==> src/rtl/ifetch_pkg.sv <==
package ifetch_pkg;
    localparam int WORD_W      = 16;
    localparam int BLOCK_WORDS = 12;
    localparam int LEN_W       = 3;
    localparam int ENT_W       = 1 << LEN_W;
    localparam int RING_AW     = 24;
    localparam int RING_ALIGN  = 3;
    localparam int NUM_RINGS   = 2;

    // word slots inside the block
    localparam int W_MODE  = 0;
    localparam int W_STA0  = 1;
    localparam int N_STA   = 3;
    localparam int W_MASK0 = 4;
    localparam int N_MASK  = 4;
    localparam int W_RING0 = 8;   // ring r uses slots W_RING0+2r (low) and +1 (high)

    // mode word bit positions
    localparam int MB_NO_RX = 0;
    localparam int MB_NO_TX = 1;
    localparam int MB_LOOP  = 2;
    localparam int MB_INNER = 6;

    typedef enum logic [1:0] {FS_IDLE = 2'd0, FS_REQ = 2'd1, FS_WAIT = 2'd2} fetch_state_e;
    typedef enum logic [1:0] {OPM_NORMAL = 2'd0, OPM_EXT_LOOP = 2'd1, OPM_INT_LOOP = 2'd2} op_mode_e;
endpackage

==> src/rtl/ifetch_seq.sv <==
module ifetch_seq
    import ifetch_pkg::*;
#(
    parameter int AW     = 24,
    parameter int NWORDS = BLOCK_WORDS,
    localparam int IW    = $clog2(NWORDS)
) (
    input  logic          clk,
    input  logic          rst_n,
    input  logic          init_cmd,
    input  logic [AW-1:0] base_addr,
    output logic          mem_req,
    output logic [AW-1:0] mem_addr,
    input  logic          mem_gnt,
    input  logic          mem_rvalid,
    output logic          busy,
    output logic          start,
    output logic          finish,
    output logic          word_we,
    output logic [IW-1:0] word_idx,
    output logic          init_done
);
    typedef struct packed {
        fetch_state_e  st;
        logic [AW-1:0] addr;
        logic [IW-1:0] idx;
        logic          done;
    } seq_s;

    seq_s seq_d, seq_q;
    logic last_word;

    always_comb begin
        seq_d      = seq_q;
        seq_d.done = 1'b0;
        start      = 1'b0;
        finish     = 1'b0;
        word_we    = 1'b0;
        last_word  = (seq_q.idx == IW'(NWORDS - 1));
        case (seq_q.st)
            FS_IDLE: begin
                if (init_cmd) begin
                    start      = 1'b1;
                    seq_d.st   = FS_REQ;
                    seq_d.addr = base_addr & ~AW'(1);
                    seq_d.idx  = '0;
                end
            end
            FS_REQ: begin
                if (mem_gnt) seq_d.st = FS_WAIT;
            end
            FS_WAIT: begin
                if (mem_rvalid) begin
                    word_we = 1'b1;
                    if (last_word) begin
                        finish     = 1'b1;
                        seq_d.st   = FS_IDLE;
                        seq_d.done = 1'b1;
                    end else begin
                        seq_d.idx  = seq_q.idx + 1'b1;
                        seq_d.addr = seq_q.addr + AW'(2);
                        seq_d.st   = FS_REQ;
                    end
                end
            end
            default: seq_d.st = FS_IDLE;
        endcase
    end

    always_ff @(posedge clk) begin
        if (!rst_n) begin
            seq_q <= '{st: FS_IDLE, addr: '0, idx: '0, done: 1'b0};
        end else begin
            seq_q <= seq_d;
        end
    end

    assign mem_req   = (seq_q.st == FS_REQ);
    assign mem_addr  = seq_q.addr;
    assign busy      = (seq_q.st != FS_IDLE);
    assign word_idx  = seq_q.idx;
    assign init_done = seq_q.done;

    // an ungranted request keeps its address
    p_req_hold_r3: assert property (@(posedge clk) disable iff (!rst_n)
        (mem_req && !mem_gnt) |=> (mem_req && $stable(mem_addr)));

    // the next word is two bytes further on
    p_addr_step_r3: assert property (@(posedge clk) disable iff (!rst_n)
        (word_we && !finish) |=> (mem_req && mem_addr == $past(mem_addr) + AW'(2)));

    // a start from idle requests the even base
    p_start_r2: assert property (@(posedge clk) disable iff (!rst_n)
        (!busy && init_cmd) |=> (mem_req && mem_addr == ($past(base_addr) & ~AW'(1))));

    // requests are always word aligned
    p_addr_even_r2: assert property (@(posedge clk) disable iff (!rst_n)
        mem_req |-> !mem_addr[0]);

    // completion is a single-cycle pulse
    p_done_pulse_r8: assert property (@(posedge clk) disable iff (!rst_n)
        init_done |=> !init_done);
endmodule

==> src/rtl/ifetch_ringlen.sv <==
module ifetch_ringlen
    import ifetch_pkg::*;
#(
    parameter int CW = LEN_W,
    localparam int EW = 1 << CW
) (
    input  logic [CW-1:0] code,
    output logic [EW-1:0] entries
);
    always_comb begin
        entries = EW'(1) << code;
    end
endmodule

==> src/rtl/ifetch_unpack.sv <==
module ifetch_unpack
    import ifetch_pkg::*;
#(
    localparam int IW = $clog2(BLOCK_WORDS)
) (
    input  logic                clk,
    input  logic                rst_n,
    input  logic                word_we,
    input  logic [IW-1:0]       word_idx,
    input  logic [WORD_W-1:0]   word_data,
    output logic [WORD_W-1:0]   mode_word,
    output logic [47:0]         station_addr,
    output logic [63:0]         mcast_mask,
    output logic [RING_AW-1:0]  rx_ring_addr,
    output logic [ENT_W-1:0]    rx_ring_entries,
    output logic [RING_AW-1:0]  tx_ring_addr,
    output logic [ENT_W-1:0]    tx_ring_entries
);
    typedef struct packed {
        logic [WORD_W-1:0]                               mode;
        logic [N_STA*WORD_W-1:0]                         sta;
        logic [N_MASK*WORD_W-1:0]                        mask;
        logic [NUM_RINGS-1:0][RING_AW-1:RING_ALIGN]      raddr;
        logic [NUM_RINGS-1:0][LEN_W-1:0]                 rcode;
    } fields_s;

    fields_s fld_d, fld_q;

    always_comb begin
        fld_d = fld_q;
        if (word_we) begin
            if (word_idx == IW'(W_MODE)) fld_d.mode = word_data;
            for (int i = 0; i < N_STA; i++) begin
                if (word_idx == IW'(W_STA0 + i)) fld_d.sta[i*WORD_W +: WORD_W] = word_data;
            end
            for (int i = 0; i < N_MASK; i++) begin
                if (word_idx == IW'(W_MASK0 + i)) fld_d.mask[i*WORD_W +: WORD_W] = word_data;
            end
            for (int r = 0; r < NUM_RINGS; r++) begin
                if (word_idx == IW'(W_RING0 + 2*r)) begin
                    fld_d.raddr[r][WORD_W-1:RING_ALIGN] = word_data[WORD_W-1:RING_ALIGN];
                end
                if (word_idx == IW'(W_RING0 + 2*r + 1)) begin
                    // high word: size code on top, reserved middle dropped, address byte below
                    fld_d.raddr[r][RING_AW-1:WORD_W] = word_data[RING_AW-WORD_W-1:0];
                    fld_d.rcode[r] = word_data[WORD_W-1 -: LEN_W];
                end
            end
        end
    end

    always_ff @(posedge clk) begin
        if (!rst_n) fld_q <= '0;
        else        fld_q <= fld_d;
    end

    logic [NUM_RINGS-1:0][RING_AW-1:0] ring_addr;
    logic [NUM_RINGS-1:0][ENT_W-1:0]   ring_ent;

    for (genvar r = 0; r < NUM_RINGS; r++) begin : g_ring
        assign ring_addr[r] = {fld_q.raddr[r], {RING_ALIGN{1'b0}}};
        ifetch_ringlen #(.CW(LEN_W)) u_len (
            .code    (fld_q.rcode[r]),
            .entries (ring_ent[r])
        );
    end

    assign mode_word       = fld_q.mode;
    assign station_addr    = fld_q.sta;
    assign mcast_mask      = fld_q.mask;
    assign rx_ring_addr    = ring_addr[0];
    assign rx_ring_entries = ring_ent[0];
    assign tx_ring_addr    = ring_addr[1];
    assign tx_ring_entries = ring_ent[1];
endmodule

==> src/rtl/init_block_fetch.sv <==
module init_block_fetch
    import ifetch_pkg::*;
(
    input  logic        clk,
    input  logic        rst_n,
    input  logic        init_cmd,
    input  logic [23:0] base_addr,
    output logic        mem_req,
    output logic [23:0] mem_addr,
    input  logic        mem_gnt,
    input  logic        mem_rvalid,
    input  logic [15:0] mem_rdata,
    output logic        busy,
    output logic        init_done,
    output logic [15:0] mode_word,
    output logic [47:0] station_addr,
    output logic [63:0] mcast_mask,
    output logic [23:0] rx_ring_addr,
    output logic [7:0]  rx_ring_entries,
    output logic [23:0] tx_ring_addr,
    output logic [7:0]  tx_ring_entries,
    output logic        tx_on,
    output logic        rx_on,
    output logic [1:0]  op_mode
);
    localparam int IW = $clog2(BLOCK_WORDS);

    logic          start, finish, word_we;
    logic [IW-1:0] word_idx;

    ifetch_seq #(.AW(24), .NWORDS(BLOCK_WORDS)) u_seq (
        .clk        (clk),
        .rst_n      (rst_n),
        .init_cmd   (init_cmd),
        .base_addr  (base_addr),
        .mem_req    (mem_req),
        .mem_addr   (mem_addr),
        .mem_gnt    (mem_gnt),
        .mem_rvalid (mem_rvalid),
        .busy       (busy),
        .start      (start),
        .finish     (finish),
        .word_we    (word_we),
        .word_idx   (word_idx),
        .init_done  (init_done)
    );

    ifetch_unpack u_unpack (
        .clk             (clk),
        .rst_n           (rst_n),
        .word_we         (word_we),
        .word_idx        (word_idx),
        .word_data       (mem_rdata),
        .mode_word       (mode_word),
        .station_addr    (station_addr),
        .mcast_mask      (mcast_mask),
        .rx_ring_addr    (rx_ring_addr),
        .rx_ring_entries (rx_ring_entries),
        .tx_ring_addr    (tx_ring_addr),
        .tx_ring_entries (tx_ring_entries)
    );

    typedef struct packed {
        logic tx;
        logic rx;
    } onflags_s;

    onflags_s on_d, on_q;

    always_comb begin
        on_d = on_q;
        if (start) begin
            on_d = '0;
        end else if (finish) begin
            on_d.tx = !mode_word[MB_NO_TX];
            on_d.rx = !mode_word[MB_NO_RX];
        end
    end

    always_ff @(posedge clk) begin
        if (!rst_n) on_q <= '0;
        else        on_q <= on_d;
    end

    assign tx_on = on_q.tx;
    assign rx_on = on_q.rx;

    always_comb begin
        if (!mode_word[MB_LOOP])      op_mode = OPM_NORMAL;
        else if (mode_word[MB_INNER]) op_mode = OPM_INT_LOOP;
        else                          op_mode = OPM_EXT_LOOP;
    end

    // the on flags only rise together with the completion pulse
    p_tx_rise_r9: assert property (@(posedge clk) disable iff (!rst_n)
        $rose(tx_on) |-> init_done);
    p_rx_rise_r9: assert property (@(posedge clk) disable iff (!rst_n)
        $rose(rx_on) |-> init_done);
    // a running fetch never shows an enabled direction
    p_off_while_busy_r9: assert property (@(posedge clk) disable iff (!rst_n)
        busy |-> (!tx_on && !rx_on));
endmodule

==> config.mk <==
export PLATFORM = sky130hd
export DESIGN_NAME = init_block_fetch
export DESIGN_NICKNAME = d
export VERILOG_FILES = /design/src/rtl/ifetch_pkg.sv /design/src/rtl/ifetch_seq.sv /design/src/rtl/ifetch_ringlen.sv /design/src/rtl/ifetch_unpack.sv /design/src/rtl/init_block_fetch.sv
export SDC_FILE = /design/constraint.sdc
export NUM_CORES = 1
export LEC_CHECK = 0
export BUFFER_PORTS_ARGS = -buffer_cell sky130_fd_sc_hd__buf_2
export CAP_MARGIN = 20
export CORE_MARGIN = 8
export CORE_UTILIZATION = 40
export CTS_CLUSTER_DIAMETER = 40
export DETAILED_ROUTE_END_ITERATION = 12
export HOLD_SLACK_MARGIN = 0.15
export SLEW_MARGIN = 5
export SYNTH_ARGS = -nofsm -noshare
export SYNTH_HDL_FRONTEND = slang
export SYNTH_SLANG_ARGS = --single-unit
==> constraint.sdc <==
create_clock -name clk -period 2.43 [get_ports clk]
set_input_delay 0 -clock clk [delete_from_list [all_inputs] [get_ports clk]]
set_output_delay 0 -clock clk [all_outputs]
set_load 0.01 [all_outputs]
==> results.cfg, run 1 <==
[synthesis]
synth-simple-area-share = 0.223
synth_fa_ha_area_frac = 0.00638
ys_warn_count = 0
syn_area_mm2 = 0.00980
synth_compound_area_frac = 0.141
syn_avg_cell_area_um2 = 7.68
synth_top_family_by_area = simple AND/OR/NAND/NOR gates
synth_edf_count = 0
synthMuxAreaShare = 0.00306
synth_cell_types = 61
synthArstFlopShare = 0
synth-xor-area-share = 0.00268
synth_ff_type = dfxtp_1
ys_seq_elements = 208
synth_seq_area_share = 0.425
syn_inst = 1276

[clocking]
clockBufferDepth = 3
cts_buffers = 35
path_clk_slew_ns = 0.05
cts_sinks = 208
cts_tree = yes
insertion_delay_ns = 0.51
cts_root_buf = clkbuf_16
htreeDepth = 2

[final_layout]
area_growth_pct = 18.9
fin_area_mm2 = 0.0117
drive_gt1_frac = 0.260
n_antenna_cell = 0
nets = 1417
fin_cells = 1716
fin_util = 0.482
n_fill_cell = 2356
final_cell_mix = nand2_1 (357), buf_2 (259), dfxtp_1 (206), a21oi_1 (197), dlygate4sd3_1 (62)
final_common_cell = nand2_1

[timing]
finalSetupViolCount = 0
max_clock_freq_ghz = 0.434
clock_skew_ns = 0.0183
worst_pin_slew_ns = 0.666
tns_ns = 0
post-route-period-util = 0.949
rsz0062_at_grt = no
slew_headroom = 0.555
finalHoldViolCount = 0
slew_viol_final = 0
period_minus_slack_ns = 2.30

[detailed_routing]
avgRoutedWirePerCell_um = 18.0
viasPerCell = 4.95
drt_iter0_markers = 626
ant_nets = 0
wl_um = 30800
drcViolationCount = 0
drt_first_pass_iters = 5
vias = 8496

[global_routing]
antenna_found_initial = 0
grt_pass1_wl_um = 47800
grt_pass1_vias = 8126
grt_use_total = 0.199
grt-ovfl-total = 0
grt_max_degree = 95

[worst_setup_path]
critical_path_arrival_ns = 2.69
critical_path.startpoint_type = register
end_kind = register
critPathMaxStageDelay_ns = 0.56
critical_path_required_ns = 2.81
worst-path-max-fanout = 7
crit_path_cell_trace = nand4_1 -> buf_4 -> nor3_1 -> buf_4 -> a31oi_1 -> o21ai_0 -> a21oi_1 -> dlygate4sd3_1
path_common_cell = buf_4
path_class = register to register
crit_slowest_cell = dlygate4sd3_1

[placed_design]
dp_hpwl_um = 20000
place.gp.congestion = 0.844
post_dp_cell_area_mm2 = 0.00983
dp.cells = 1591
io_buffers = 259

[run_status]
outcome = complete, no violations

[floorplanning]
rows = 57
dieWidth_um = 173
initial_core_util = 0.406
core_mm2 = 0.0242
fp.dieH_um = 173
io_pins = 268
die_area_mm2 = 0.0298

[pwr]
ir_drop_mv = 0.537
power.density_mw_per_mm2 = 776
leakagePower_nw = 4.93

[flow_run]
drv_cap = 0

[worst_hold_path]
hp-class = input pin to register
==> state kept, by name (all words and copies together) (netlist names), 2 cells and up <==
| signal | cells |
|---|---|
| u_unpack.tx_ring_addr | 21 |
| u_unpack.station_addr | 48 |
| u_unpack.fld_q | 6 |
| u_unpack.mode_word | 16 |
| u_unpack.mcast_mask | 64 |
| u_seq.word_idx | 4 |
| u_unpack.rx_ring_addr | 21 |
| u_seq.seq_q | 2 |
| u_seq.mem_addr | 23 |
==> synth_stat cells (3+ instances only) <==
master,count,area [um^2]
o22ai_1,3,18.8
nor3_1,10,50.1
o21ai_0,15,75.1
a221oi_1,4,35.0
buf_2,17,85.1
a32o_1,4,40.0
a21oi_1,197,986
inv_1,8,30.0
and2_1,10,62.6
and3b_1,6,52.6
ha_1,5,62.6
nand2_1,357,1340
nand4_1,9,56.3
nor4_1,3,18.8
mux2i_1,3,30.0
nor2_1,24,90.1
nor3b_1,6,45.0
clkbuf_1,69,259
nor3b_2,3,37.5
a31oi_1,4,25.0
dfxtp_1,208,4160
buf_4,204,1530
and3_1,7,43.8
clkbuf_2,4,20.0
a211oi_1,4,30.0
nand3_1,51,255
==> worst max-delay path, delay by kind of cell, from the launching register on <==
kind / cells / cell delay (ns)
AO/OA/AOI/OAI: 3 / 0.35
AND/OR/NAND/NOR: 2 / 0.42
buffers and inverters: 3 / 0.95
flip-flops: 1 / 0.46
==> where the power goes <==
part / internal [W] / total, W / leakage [nW] / switching [W]
sequential: 0.00346 / 0.00351 / 1.68 / 0.0000567
combinational: 0.000223 / 0.000579 / 2.66 / 0.000356
clock: 0.00319 / 0.00495 / 0.585 / 0.00176
total: 0.00687 / 0.00904 / 4.93 / 0.00217
==> worst paths after layout <==
check	start	endpoint	depth (start not counted)	slack, ns
worst min-delay path	init_cmd	u_seq.mem_addr[11]$_SDFFE_PN0P_	4	0.13
worst min register to register	u_unpack.station_addr[42]$_SDFFE_PN0P_	u_unpack.station_addr[42]$_SDFFE_PN0P_	2	0.45
worst max register to register	u_seq.mem_addr[6]$_SDFFE_PN0P_	u_seq.mem_addr[19]$_SDFFE_PN0P_	8	0.13
worst max-delay path	u_seq.mem_addr[6]$_SDFFE_PN0P_	u_seq.mem_addr[19]$_SDFFE_PN0P_	8	0.13
==> per-layer routing <==
| layer | wire [um] | GRT usage |
|---|---|---|
| met5 | 0 | 0 |
| met1 | 13800 | 0.255 |
| met3 | 2250 | 0.0547 |
| met2 | 13900 | 0.315 |
| met4 | 861 | 0.0700 |
==> through the flow <==
stage          worst slack [ns]  total power (W)  hold slack, ns
4_1_cts                  0.0433          0.00912           0.185
3_5_place_dp              0.364          0.00407           0.264
5_1_grt                 0.00572          0.00935           0.160
6_report                  0.125          0.00904           0.132
3_3_place_gp              0.396          0.00406           0.265
2_1_floorplan             0.703          0.00389           0.147
==> cell families after synthesis <==
logic type | count (synthesis)
buffers and inverters | 305
xor gates and xnor gates | 3
and+or+nand+nor | 501
adders and majority gates | 5
muxes | 3
DFF | 208
AOI/OAI and AO/OA | 250
other | 1
==> area by class of cell <==
type | instances | area, um^2 | share of cell area
Clock buffer | 43 | 977 | 0.0838
Sequential cell | 208 | 4170 | 0.357
Clock inverter | 19 | 209 | 0.0179
Tap cell | 324 | 405 | 0.0348
Timing Repair Buffer | 345 | 2130 | 0.183
Multi-Input combinational cell | 769 | 3730 | 0.320
Inverter | 8 | 35.0 | 0.00300
==> what timing repair did <==
item	in CTS	in global routing
gates resized for setup	0	7
endpoints found under the setup margin	0	9
endpoints found under the hold margin	207	0
buffers inserted	0	1
hold buffers	62	0
Power figures use the tool's default switching activity.
==> inputs of run 2 (changes only) <==
- PLACE_DENSITY: default -> 0.61
==> run 2 against run 1 <==
Against the previous run:
- critical path type unchanged
- critical endpoint is now u_seq.mem_addr[10]$_SDFFE_PN0P_
- critical path depth shrank 2
- non-clock buffer count is 8 lower
- sequential power hardly changed
- fmax shrank 0.35%
- clock skew fell by 0.011 ns
- combinational power down 3%
==> results.cfg, run 2 (same netlist as run 1, synthesis figures left out) <==
[final_layout]
n_antenna_cell = 0
area_growth_pct = 16.7
multi_input_area_mm2 = 0.00373
final_common_cell = nand2_1
drive_gt1_frac = 0.256
largest_register_ffs = 64
seq_area_mm2 = 0.00417
nets = 1405
final_cell_mix = nand2_1 (357), buf_2 (259), dfxtp_1 (205), a21oi_1 (197), dlygate4sd3_1 (56)
n_fill_cell = 2397

[floorplanning]
initial_core_util = 0.406
die_area_mm2 = 0.0298
io_pins = 268
fp.dieH_um = 173
core_mm2 = 0.0242
dieWidth_um = 173
rows = 57

[timing]
finalSetupViolCount = 0
tns_ns = 0
finalHoldViolCount = 0
rsz0062_at_grt = no
worst_pin_slew_ns = 0.685
clock_skew_ns = 0.00732
period_minus_slack_ns = 2.31
max_clock_freq_ghz = 0.432
post-route-period-util = 0.952
slew_headroom = 0.542
slew_viol_final = 0
timing.final.ws_setup_ns = 0.117

[worst_setup_path]
crit_path_cell_trace = or3b_1 -> o21ai_4 -> buf_4 -> o21ai_0 -> a221oi_1 -> dlygate4sd3_1
worst-path-max-fanout = 17
crit_slowest_cell = dlygate4sd3_1
worstReg2RegEnd = u_seq.mem_addr[10]$_SDFFE_PN0P_
critPathMaxStageDelay_ns = 0.59
critical_path_arrival_ns = 2.79
rr_worst_depth = 6
critical_path.startpoint_type = register
r2r_start = u_seq.seq_q[30]$_SDFFE_PN0P_
critical_path_required_ns = 2.91
end_kind = register
r2r_setup_slack_ns = 0.12
path_class = register to register

[placed_design]
io_buffers = 259
post-place-ws_ns = 0.404
place.gp.congestion = 0.802
dp_hpwl_um = 20200

[clocking]
cts_tree = yes
insertion_delay_ns = 0.54
htreeDepth = 1
cts_buffers = 31
cts_sinks = 208
clockBufferDepth = 3
path_clk_slew_ns = 0.06
cts_root_buf = clkbuf_16

[detailed_routing]
drt_first_pass_iters = 5
vias = 8384
viasPerCell = 4.92
wl_um = 30800
avgRoutedWirePerCell_um = 18.1
ant_nets = 0
drt_iter0_markers = 609
drcViolationCount = 0

[worst_hold_path]
hold_end = u_seq.mem_addr[1]$_SDFFE_PN0P_
hold_start = base_addr[1]
hp-class = input pin to register
hold_path_depth = 4

[run_status]
outcome = complete, no violations

[global_routing]
grt_pass1_wl_um = 47000
grt_pass1_vias = 8152
grt-ovfl-total = 0
grt_use_total = 0.193
grt_max_degree = 105
antenna_found_initial = 0

[pwr]
leakagePower_nw = 4.78
ir_drop_mv = 0.434
power.density_mw_per_mm2 = 747

[flow_run]
drv_cap = 0
[run 2: cell count changes in the layout (fill, tap and decap cells not counted), moves of 3 or more]
| cell | change |
|---|---|
| clkinvlp_4 | +4 |
| inv_8 | +3 |
| dlygate4sd3_1 | -6 |
| clkbuf_16 | -5 |
| clkbuf_8 | -3 |
| clkinv_2 | -4 |
[run 2: critical path, delay by kind of cell (launching register included)]
kind,cells,cell delay (ns)
buffers and inverters,2,0.86
AND/OR/NAND/NOR,1,0.55
flip-flops,1,0.37
AO/OA/AOI/OAI,3,0.47
[run 2: stage by stage]
step           instance area, um^2  std cells  utilization  hold WS, ns  total power [W]
4_1_cts                      11400       1703        0.472        0.263          0.00863
3_5_place_dp                  9810       1590        0.406        0.264          0.00406
2_1_floorplan                 9830       1282            -        0.147          0.00389
6_report                     11400       1703        0.473        0.294          0.00855
5_1_grt                      11400       1703        0.473        0.305          0.00882
3_3_place_gp                  9810       1590        0.406        0.258          0.00406
[run 2: worst max path at each step]
stage | slack, ns | from | cells past startpoint | end
4_1_cts | 0.02 | u_seq.mem_addr[1]$_SDFFE_PN0P_ | 6 | u_seq.mem_addr[11]$_SDFFE_PN0P_
2_1_floorplan | 0.70 | u_seq.seq_q[30]$_SDFFE_PN0P_ | 7 | u_seq.mem_addr[22]$_SDFFE_PN0P_
6_report | 0.12 | u_seq.seq_q[30]$_SDFFE_PN0P_ | 6 | u_seq.mem_addr[10]$_SDFFE_PN0P_
3_5_place_dp | 0.40 | u_seq.seq_q[30]$_SDFFE_PN0P_ | 6 | u_unpack.rx_ring_addr[3]$_SDFFE_PN0P_
5_1_grt | 0.005 | u_seq.mem_addr[1]$_SDFFE_PN0P_ | 6 | u_seq.mem_addr[11]$_SDFFE_PN0P_
3_3_place_gp | 0.48 | u_seq.seq_q[30]$_SDFFE_PN0P_ | 6 | u_unpack.rx_ring_addr[15]$_SDFFE_PN0P_
[run 2: power breakdown]
group	leakage (nW)	internal, W	switching, W
clock	0.499	0.00276	0.00172
combinational	2.60	0.000210	0.000351
sequential	1.68	0.00345	0.0000545
total	4.78	0.00642	0.00213
[run 2: layout make-up]
class	instances	share of cell area
Inverter	8	0.00306
Timing Repair Buffer	337	0.179
Tap cell	324	0.0354
Clock buffer	36	0.0712
Clock inverter	21	0.0207
Multi-Input combinational cell	769	0.326
Sequential cell	208	0.364
[run 2: metal layers]
| metal | GRT usage | vias to the layer above | part of all wire |
|---|---|---|---|
| met5 | 0 | - | 0 |
| met4 | 0.0464 | 0 | 0.019 |
| met3 | 0.0536 | 41 | 0.071 |
| met2 | 0.323 | 299 | 0.47 |
| met1 | 0.242 | 3884 | 0.44 |
| li1 | - | 4160 | - |
[run 2: what timing repair did]
action,CTS,global route
hold buffers,56,0
hold endpoints to repair,207,0
gates resized for setup,0,6
setup buffers,0,0
endpoints found under the setup margin,0,3
==> inputs of run 3 (changes only) <==
- SLEW_MARGIN: 5 -> 20
- clock period: 2.43 -> 2.59 ns (I/O delays scaled with it)
==> run 3 against run 2 <==
Against the previous run:
- utilization grew 0.72 points
- sequential cell count did not move
- highest routed layer unchanged
- sequential power shrank 6.3%
- final area grew 1.5%
- worst hold slack better by 0.041 ns
==> results.cfg, run 3 (same netlist as run 1, synthesis figures left out) <==
[run_status]
outcome = complete, no violations

[pwr]
ir_drop_mv = 0.453
power.density_mw_per_mm2 = 722
leakagePower_nw = 4.87

[clocking]
cts_sinks = 208
cts_buffers = 35
cts_root_buf = clkbuf_16
postCtsSetupBuffers = 0
clockBufferDepth = 3
insertion_delay_ns = 0.51
path_clk_slew_ns = 0.05
cts_tree = yes
htreeDepth = 2

[timing]
max_clock_freq_ghz = 0.399
timing.final.ws_setup_ns = 0.0841
clock_skew_ns = 0.0188
period_minus_slack_ns = 2.51
worst_pin_slew_ns = 0.694
slew_headroom = 0.538
tns_ns = 0
slew_viol_final = 0
finalSetupViolCount = 0
post-route-period-util = 0.968
rsz0062_at_grt = no
finalHoldViolCount = 0

[worst_setup_path]
critical_path_required_ns = 3.02
worst-path-max-fanout = 9
crit_path_cell_trace = nor3b_4 -> buf_4 -> nand2_1 -> dlygate4sd3_1 -> a221oi_1 -> dlygate4sd3_1
r2r_setup_slack_ns = 0.08
critPathMaxStageDelay_ns = 0.60
end_kind = register
path_common_cell = dlygate4sd3_1
critical_path_arrival_ns = 2.94
path_class = register to register
r2r_start = u_seq.seq_q[29]$_SDFFE_PN0P_
worstReg2RegEnd = u_seq.mem_addr[12]$_SDFFE_PN0P_
path_buf_inv = 3
critical_path.startpoint_type = register
crit_slowest_cell = dlygate4sd3_1
crit_family = buffers and inverters
rr_worst_depth = 6

[worst_hold_path]
hp-class = input pin to register
hold_end = u_seq.mem_addr[2]$_SDFFE_PN0P_
hold_start = base_addr[2]
hold_path_depth = 4

[floorplanning]
core_mm2 = 0.0242
dieWidth_um = 173
rows = 57
die_area_mm2 = 0.0298
initial_core_util = 0.406
fp.dieH_um = 173
io_pins = 268

[final_layout]
area_growth_pct = 18.5
fin_cells = 1715
n_fill_cell = 2353
n_antenna_cell = 0
fin_area_mm2 = 0.0116
final_cell_mix = nand2_1 (357), buf_2 (259), dfxtp_1 (202), a21oi_1 (197), dlygate4sd3_1 (64)
final_common_cell = nand2_1
largest_register_ffs = 64
multi_input_area_mm2 = 0.00373
nets = 1414
seq_area_mm2 = 0.00418
drive_gt1_frac = 0.260

[detailed_routing]
drt_first_pass_iters = 6
viasPerCell = 4.91
ant_nets = 0
wl_um = 30600
avgRoutedWirePerCell_um = 17.8
vias = 8426
drt_iter0_markers = 673
drcViolationCount = 0

[placed_design]
dp_hpwl_um = 19900
dp.cells = 1587
post_dp_cell_area_mm2 = 0.00977
place.gp.congestion = 0.788
io_buffers = 259
post-place-ws_ns = 0.476

[global_routing]
grt-ovfl-total = 0
grt_max_degree = 116
grt_pass1_wl_um = 47200
grt_pass1_vias = 8174
antenna_found_initial = 0
grt_use_total = 0.195

[flow_run]
drv_cap = 0
[run 3: changes by cell type in the layout (fill, tap and decap cells not counted), moves of 2 or more]
cell	previous run	this run
dfxtp_4	0	2
buf_4	20	17
clkbuf_16	31	35
dfxtp_1	205	202
dlygate4sd3_1	56	64
clkinv_4	2	4
inv_6	5	10
[run 3: worst max-delay path by stage]
stage / endpoint / startpoint / cells after the start
2_1_floorplan: u_seq.mem_addr[22]$_SDFFE_PN0P_ / u_seq.seq_q[30]$_SDFFE_PN0P_ / 7
3_3_place_gp: u_unpack.mode_word[9]$_SDFFE_PN0P_ / u_seq.seq_q[30]$_SDFFE_PN0P_ / 6
3_5_place_dp: u_unpack.mcast_mask[6]$_SDFFE_PN0P_ / u_seq.seq_q[30]$_SDFFE_PN0P_ / 6
4_1_cts: u_seq.mem_addr[8]$_SDFFE_PN0P_ / u_seq.mem_addr[3]$_SDFFE_PN0P_ / 7
5_1_grt: u_seq.mem_addr[8]$_SDFFE_PN0P_ / u_seq.mem_addr[1]$_SDFFE_PN0P_ / 7
6_report: u_seq.mem_addr[12]$_SDFFE_PN0P_ / u_seq.seq_q[29]$_SDFFE_PN0P_ / 6
[run 3: worst min-delay path, stage by stage]
cell and delay [ns]:
dlygate4sd3_1 0.51, buf_2 0.09, a221oi_1 0.06, nor3_1 0.11
[run 3: metal layers]
metal,share of wire,vias to the layer above,global-route usage
met2,0.47,296,0.322
met4,0.014,0,0.0493
li1,-,4185,-
met5,0,-,0
met1,0.45,3912,0.249
met3,0.072,33,0.0527
[run 3: final cells by class]
type / count / area share
flip-flops and latches: 208 / 0.360
inverters: 8 / 0.00302
clock buffers: 40 / 0.0796
repair buffers: 342 / 0.180
multi-input cells: 769 / 0.321
well taps: 324 / 0.0349
clock inverters: 24 / 0.0210
[run 3: where the power goes]
group          internal, W  total (W)  switching, W
Clock              0.00284    0.00456       0.00172
Combinational     0.000206   0.000537      0.000331
Sequential         0.00324    0.00329     0.0000530
[run 3: what timing repair did]
action / in CTS / in global routing
hold endpoints to repair: 208 / 0
hold buffers: 64 / 0
gates resized for setup: 0 / 15
setup endpoints to repair: 0 / 9
[run 3: stage by stage]
step / util / hold WS, ns / power (W)
floorplan: - / 0.147 / 0.00365
global placement: 0.404 / 0.261 / 0.00380
detailed placement: 0.404 / 0.265 / 0.00381
CTS: 0.479 / 0.318 / 0.00847
global route: 0.480 / 0.372 / 0.00869
finish: 0.480 / 0.334 / 0.00839
